==> config.mk <==
export PLATFORM = sky130hd
export DESIGN_NAME = jump_seq
export DESIGN_NICKNAME = d
export VERILOG_FILES = /design/src/rtl/jump_seq.sv
export SDC_FILE = /design/constraint.sdc
export NUM_CORES = 1
export LEC_CHECK = 0
export ABC_AREA = 1
export BUFFER_PORTS_ARGS = -buffer_cell sky130_fd_sc_hd__buf_2
export CAP_MARGIN = 25
export CORE_AREA = 4 4 41 43
export DETAILED_ROUTE_END_ITERATION = 8
export DIE_AREA = 0 0 45 47
export GPL_ROUTABILITY_DRIVEN = 1
export PLACE_DENSITY = 0.74
export SETUP_SLACK_MARGIN = 0.3
export SLEW_MARGIN = 10
export SYNTH_ARGS = -nofsm -noshare
export SYNTH_HDL_FRONTEND = slang
export SYNTH_SLANG_ARGS = --single-unit
==> constraint.sdc <==
create_clock -name clk -period 4 [get_ports clk]
set_clock_uncertainty 0.05 [all_clocks]
set_input_delay 0.2 -clock clk [delete_from_list [all_inputs] [get_ports clk]]
set_output_delay 0.2 -clock clk [all_outputs]
set_load 0.005 [all_outputs]
==> src/rtl/jump_seq.sv <==
module jump_seq (
  input  logic       clk,
  input  logic       rst,
  input  logic       mem_wait,
  input  logic [1:0] opcode,
  input  logic       acc_sign,
  output logic [3:0] state,
  output logic       pc_zero,
  output logic       pc_inc,
  output logic       pc_to_mar,
  output logic       ir_to_mar,
  output logic       ir_to_pc,
  output logic       ir_load,
  output logic       ac_load,
  output logic       ac_add,
  output logic       ac_to_mbr,
  output logic       mbr_capture,
  output logic       mbr_drive,
  output logic       mem_req,
  output logic       mem_read
);

  logic [3:0]  cnt_q;
  logic [15:0] st;
  logic        do_clr, do_ld, do_cnt;
  logic [3:0]  jump_tgt;

  assign st = 16'd1 << cnt_q;

  always_comb begin
    case (opcode)
      2'b00:   jump_tgt = 4'd5;
      2'b01:   jump_tgt = 4'd8;
      2'b10:   jump_tgt = 4'd10;
      default: jump_tgt = 4'd13;
    endcase
  end

  assign do_clr = rst | st[7] | st[12] | st[13] | (st[9] & ~mem_wait);
  assign do_ld  = st[4];
  assign do_cnt = st[0] | st[5] | st[8] | st[10]
                | (mem_wait & (st[1] | st[3]))
                | (~mem_wait & (st[2] | st[6] | st[9] | st[11]));

  always_ff @(posedge clk) begin
    if (do_clr)      cnt_q <= 4'd0;
    else if (do_ld)  cnt_q <= jump_tgt;
    else if (do_cnt) cnt_q <= cnt_q + 4'd1;
  end

  assign state       = cnt_q;
  assign pc_zero     = rst;
  assign pc_inc      = st[0];
  assign pc_to_mar   = st[0];
  assign ir_load     = st[3] & mem_wait;
  assign ir_to_mar   = st[4] & (opcode != 2'b11);
  assign ac_to_mbr   = st[4] & (opcode == 2'b01);
  assign ac_load     = st[7];
  assign ac_add      = st[12];
  assign ir_to_pc    = st[13] & acc_sign;
  assign mem_read    = st[1] | st[2] | st[6] | st[11];
  assign mbr_drive   = st[8] | st[9];
  assign mem_req     = mem_read | mbr_drive;
  assign mbr_capture = ~mem_wait & (st[2] | st[6] | st[11]);

  AST_RESET_CLEARS: assert property (@(posedge clk) rst |=> state == 4'd0);
  AST_PLAIN_STEP: assert property (@(posedge clk) disable iff (rst)
    (state == 4'd0 || state == 4'd5 || state == 4'd8 || state == 4'd10)
      |=> state == $past(state) + 4'd1);
  AST_WAIT_HIGH_STEP: assert property (@(posedge clk) disable iff (rst)
    ((state == 4'd1 || state == 4'd3) && !mem_wait) |=> $stable(state));
  AST_WAIT_LOW_STEP: assert property (@(posedge clk) disable iff (rst)
    ((state == 4'd2 || state == 4'd6 || state == 4'd11) && mem_wait) |=> $stable(state));
  AST_DECODE_JUMP: assert property (@(posedge clk) disable iff (rst)
    state == 4'd4 |=> (state == 4'd5 || state == 4'd8 || state == 4'd10 || state == 4'd13));
  AST_END_CLEARS: assert property (@(posedge clk) disable iff (rst)
    (state == 4'd7 || state == 4'd12 || state == 4'd13) |=> state == 4'd0);
  AST_BRANCH_TAKEN: assert property (@(posedge clk) disable iff (rst)
    ir_to_pc |-> (state == 4'd13 && acc_sign));
  AST_FETCH_EXCL: assert property (@(posedge clk) disable iff (rst)
    $onehot0({pc_inc, ir_load, ac_load, ac_add, ir_to_pc}));
  AST_BUS_DIR: assert property (@(posedge clk) disable iff (rst)
    !(mbr_capture && mbr_drive) && !(mem_read && mbr_drive));
  AST_ADDR_SRC: assert property (@(posedge clk) disable iff (rst)
    !(pc_to_mar && ir_to_mar));

endmodule

# Yosys cells after proc, flatten, opt, wreduce, memory -nomap -nowiden
# Cells that the tools add are included.
# classes
add_sub_neg	1
bitwise	28
eq_ne	3
n_shift	1
n_reduce_logical	2
mux	3
# op_table
cell	n
$or 1x1->1	19
$shl 1x4->14 const A	1
$pmux 4 s3	1
$and 1x1->1	8
$mux 4	2
$add 4x1->4 const B	1
$eq 2x1->1 const B	1
$eq 2x2->1 const B	1
$logic_not 2->1	1
$ne 2x2->1 const B	1
$reduce_bool 2->1	1
$not 1->1	1
# word_totals
in_bits	6
reg_bits	4
word_cells	39
output_inout_bits	17

# Logic depth before layout (Yosys ltp)
# logic_depth
word_depth	8
mapped_depth	10
ltp_nobuf	10

# Least setup slack after synthesis
# No wires, ideal clock.
# synth_path
path_type	register to register
start	register cnt_q[1], in the netlist state[1]
end	register cnt_q[0], in the netlist state[0]
path_slack_ns	2.478
synth_period_minus_slack_ns	1.522
t_required_ns	3.819
path_buffers	0
arrival_time_ns	1.341
setup_ns	0.131
stages_incl_launch_ff	9
cell_sequence	dfxtp_1 -> inv_1 -> ha_1 -> nand2_2 -> nand2_1 -> o21ai_1 -> nand3_2 -> nand2_1 -> a21oi_1
# synth_between
elab_chain_len	7
word_cells_on_any_way	19
cone_classes	shift: 1; mux: 1; bitwise: 16; reduce/logical: 1
# synth_rtl
item	line_no	rtl
start, declared	23	logic [3:0] cnt_q;
start signal, assigned	47	else if (do_ld) cnt_q <= jump_tgt;
start signal, assigned	48	else if (do_cnt) cnt_q <= cnt_q + 4'd1;
$shl 1x4->14 *	28	assign st = 16'd1 << cnt_q;
$or 1x1->1 (on tied branches) (3 in a row)	41, 43	
$or 1x1->1 / $and 1x1->1 (equally long branches)	42, 43	
$or 1x1->1	43	| (~mem_wait & (st[2] | st[6] | st[9] | st[11]));
$reduce_bool 2->1 (no source line)	-	
# Mark *: on every way between the ends. The rest lies on a longest branch, timed or not.
# A chain may end at the register's enable or synchronous reset.

# Worst setup path in the final report
# layout_path
start	register cnt_q[2], in the netlist state[2]
end	output port mem_req
# layout_between
elab_chain_len	5
word_cells_on_any_way	6
cone_classes	shift: 1; bitwise: 5
# layout_rtl
item	line_no	rtl
$shl 1x4->14 *	28	
$or 1x1->1 (3 in a row)	61	assign mem_read = st[1] | st[2] | st[6] | st[11];
$or 1x1->1 *	63	assign mem_req = mem_read | mbr_drive;
end, declared	19	output logic mem_req,
# Marked as above.

==> results.md <==
Status:
- The run finished with clean final reports.

STA:
- Setup violations remaining at the end of the flow were counted as 0.
- Setup repair after global routing left no endpoint under its margin.
- The count of final max-slew check failures is 0.
- Headroom to the max-slew limit came out at 0.620.
- The hold violation total from the final report came to 0.
- The worst setup margin is 1.96 ns.
- Adding up every negative setup slack in the final design gives 0 ns.
- The post-layout minimum cycle time is 2.04 ns.
- Based on the critical path, the design can be clocked at up to around 500 MHz.
- Of the available clock period, the critical path in the final layout requires 0.510.
- The slew at the pin closest to its max-slew limit is roughly 0.57 ns.

Finish:
- The total number of nets in the final design is 128.
- The register with the most flip-flops in the layout has 4 of them.
- The total inserted antenna cells is 0.
- The finished cells cover 708 um2.
- Leaving out fill and tap cells, the most frequent cells in the layout are sky130_fd_sc_hd__buf_2 (22), sky130_fd_sc_hd__nand2_1 (19), sky130_fd_sc_hd__inv_1 (12), sky130_fd_sc_hd__ha_1 (10), sky130_fd_sc_hd__nor2_1 (9).
- The library cell used most frequently in the layout, excluding fill and tap cells, is sky130_fd_sc_hd__buf_2.
- For this run, the share of the core covered by cells in the final layout is 0.544.
- Compared with the post-synthesis result, the final layout area differs by 19.2%.
- After filler insertion, the fill cell instance count of the layout stands at 142.
- In the final layout, the share of cells above drive strength 1 is 0.291.
- After the flow finishes, the layout carries non-filler instances totaling ~130.

Clock tree:
- The CTS root buffer is sky130_fd_sc_hd__clkbuf_4.
- The post-cts hold buffer count is 0.
- After clock tree synthesis, the clock-pin slew on the worst setup and hold paths is approximately 0.040 ns.
- The clock latency reported for the late side of the worst-skew pair is 0.25 ns.
- The H-tree level count is 1.
- In this run the post-CTS setup repair buffer count came out at 0.
- Counting the buffers created by CTS gives 3.
- The count of clock tree sinks is 4.
- Counting along the longest clock path gives a buffer depth of 2.
- TritonCTS built the clock tree.
- Once the clock tree was built, the resizer swapped 0 gates to a different size.

Min path:
- The cell depth of the worst hold path is 4.
- The path class of the tightest hold or removal check is input pin to register.
- The endpoint of the worst hold-timing path is state[1].
- The hold path startpoint is rst.

Placement:
- The area of placed instances is approximately 690 um2.
- In this run, placement finished with an instance count of between 100 and 150.
- The final RePlAce weighted congestion is between 0.8 and 0.9.
- The post-DP HPWL is between 1000 and 1500 um.
- The worst setup slack before clock tree synthesis is roughly 2.2 ns.
- The quantity of I/O buffers inserted on ports is 22.

Pwr:
- The worst-case IR drop observed on VDD is 238 uV.
- For this design the ratio of total power to cell area is ~560 nW/um2.
- The leakage power total is 0.408 nW.

Worst setup path:
- The critical setup path kind is register to output pin.
- The worst register-to-register path ends at state[0].
- The most used cell along the critical path is sky130_fd_sc_hd__nand2_1.
- The highest cell delay on the worst timing path is approximately 0.55 ns.
- The number of cells traversed by the worst register-to-register path is 8.
- STA classifies the critical path startpoint as a register.
- The data arrival at the endpoint of the critical path is 1.79 ns.
- The cell family with the largest share of critical-path delay is flip-flops.
- The maximum fanout count along the critical path is 10.
- The category of the worst setup path capture point is an output pin.
- For this design, the slowest cell found on the critical path is sky130_fd_sc_hd__dfxtp_1.
- The critical path contains buffers and inverters numbering 3 combined.
- The data required time at the worst endpoint is around 3.8 ns.
- The register-to-register setup slack is 2.20 ns.
- In this run the critical register-to-register path is launched from state[2].
- The signal on the critical path passes through inv_1 > ha_1 > inv_1 > nand2_1 > nand2_1 > nand2_1 > or2_1 > buf_2.

Floorplan:
- The overall die area is around 2100 um2.
- The number of top-level design ports is 23.
- The vertical extent of the die is around 47 um.
- The floorplan has 13 rows.
- The starting density of the core is 0.457.
- The region available for standard cell placement spans 1300 um2.
- The die is 45 um wide.

Global route:
- The initial antenna violation count is 0.
- The number of global-route vias before repair was about 530.
- For this run, the total global-route usage over all layers was measured as 0.134.
- Global routing finished with a remaining overflow of 0.
- The largest net degree at the start of global routing is 12.
- The first global-routing pass estimated roughly 2100 um of wire.

Drt:
- The via count is roughly 630.
- For this block, the routed nets add up to approximately 1400 um of wire.
- The pre-antenna-repair detailed-routing pass consisted of 4 iterations.
- The final routed wire length divided by cell count is around 11 um.
- In this run, the number of DRC markers left after iteration 0 of detailed routing was 16.
- The count of nets left with antenna violations after detail routing is 0.
- After detailed routing, the number of remaining DRC violations is 0.
- In the routed layout, each cell is associated on average with a via count of approximately 5.1.

Synth:
- The synthesized instance count is 89.
- The number of unique standard cell types used by synthesis is 23.
- For this run, the number of Yosys warnings is 0.
- The cell area that synthesis handed to floorplanning was slightly below 600 um2.
- The synthesized design contains 4 register bits.
- The sequential share of the synthesized area is 0.135.
- In this run the mean area of a mapped cell was 6.68 um2.
- The cell taking the most area after synthesis is sky130_fd_sc_hd__ha_1.
- The top cell type's share of synthesized area is 0.211.
- The number of nets produced by synthesis is 105.
- By area the synthesized netlist is led by sky130_fd_sc_hd__ha_1 (21%), sky130_fd_sc_hd__dfxtp_1 (13%), sky130_fd_sc_hd__nand2_1 (12%).

Flow run:
- The reported max-cap violation count is 0.
[worst max-delay path by stage]
stage,to,startpoint,depth (start not counted)
after floorplan,state[0],state[1],8
after global placement,mem_req,state[2],8
after detailed placement,mem_req,state[2],8
after CTS,mem_req,state[2],8
after global routing,mem_req,state[2],8
final,mem_req,state[2],8
[logic make-up (layout without fill, tap and decap cells)]
family | after synthesis | in the layout | share of synthesized area
AO/OA/AOI/OAI | 10 | 10 | 0.0884
buffers and inverters | 18 | 39 | 0.160
AND/OR/NAND/NOR | 47 | 47 | 0.406
adder cells (fa/ha/maj) | 10 | 10 | 0.211
flip-flops | 4 | 4 | 0.135
[per-stage QoR]
stage	hold slack, ns	power (mW)
CTS	0.329	0.401
detailed placement	0.523	0.347
global placement	0.503	0.341
global route	0.343	0.434
finish	0.318	0.397
floorplan	0.409	0.274
[tightest hold or removal path: cells and delay by family]
family / cells / cell delay [ns]
and+or+nand+nor: 1 / 0.05
AOI/OAI and AO/OA: 2 / 0.23
buffers and inverters: 1 / 0.09
[cell usage after synthesis]
| cell type | instances |
|---|---|
| sky130_fd_sc_hd__buf_6 | 2 |
| sky130_fd_sc_hd__nand4_1 | 5 |
| sky130_fd_sc_hd__or2_0 | 1 |
| sky130_fd_sc_hd__a21oi_1 | 4 |
| sky130_fd_sc_hd__nand2_2 | 1 |
| sky130_fd_sc_hd__nor3b_1 | 1 |
| sky130_fd_sc_hd__buf_4 | 2 |
| sky130_fd_sc_hd__o211ai_1 | 1 |
| sky130_fd_sc_hd__or2_1 | 2 |
| sky130_fd_sc_hd__nand3_2 | 1 |
| sky130_fd_sc_hd__o21ai_1 | 1 |
| sky130_fd_sc_hd__ha_1 | 10 |
| sky130_fd_sc_hd__inv_1 | 12 |
| sky130_fd_sc_hd__dfxtp_1 | 4 |
| sky130_fd_sc_hd__inv_4 | 2 |
| sky130_fd_sc_hd__nand3_1 | 4 |
| sky130_fd_sc_hd__nor2_8 | 1 |
| sky130_fd_sc_hd__nand2_4 | 1 |
| sky130_fd_sc_hd__o21ai_0 | 4 |
| sky130_fd_sc_hd__nor2_2 | 1 |
| sky130_fd_sc_hd__nor2_1 | 9 |
| sky130_fd_sc_hd__nor3_1 | 1 |
| sky130_fd_sc_hd__nand2_1 | 19 |
[power breakdown]
| part | switching (mW) | internal (mW) |
|---|---|---|
| combinational | 0.149 | 0.111 |
| clock | 0.0192 | 0.0337 |
| sequential | 0.0313 | 0.0534 |
[metal layers]
layer	vias to the layer above	GRT usage	routed length, um
met4	0	0.0877	32
met1	276	0.130	524
met2	25	0.260	699
li1	327	-	-
met3	4	0.0230	106
met5	-	0	0
[layout make-up]
cell class | count | area (um2) | share of cell area
clock buffer | 3 | 22.5 | 0.0318
inverter | 14 | 57.6 | 0.0813
multi-input combinational | 67 | 419 | 0.592
sequential | 4 | 80.1 | 0.113
tap | 15 | 18.8 | 0.0265
timing repair buffer | 22 | 110 | 0.155
(Power assumes the default switching activity.)
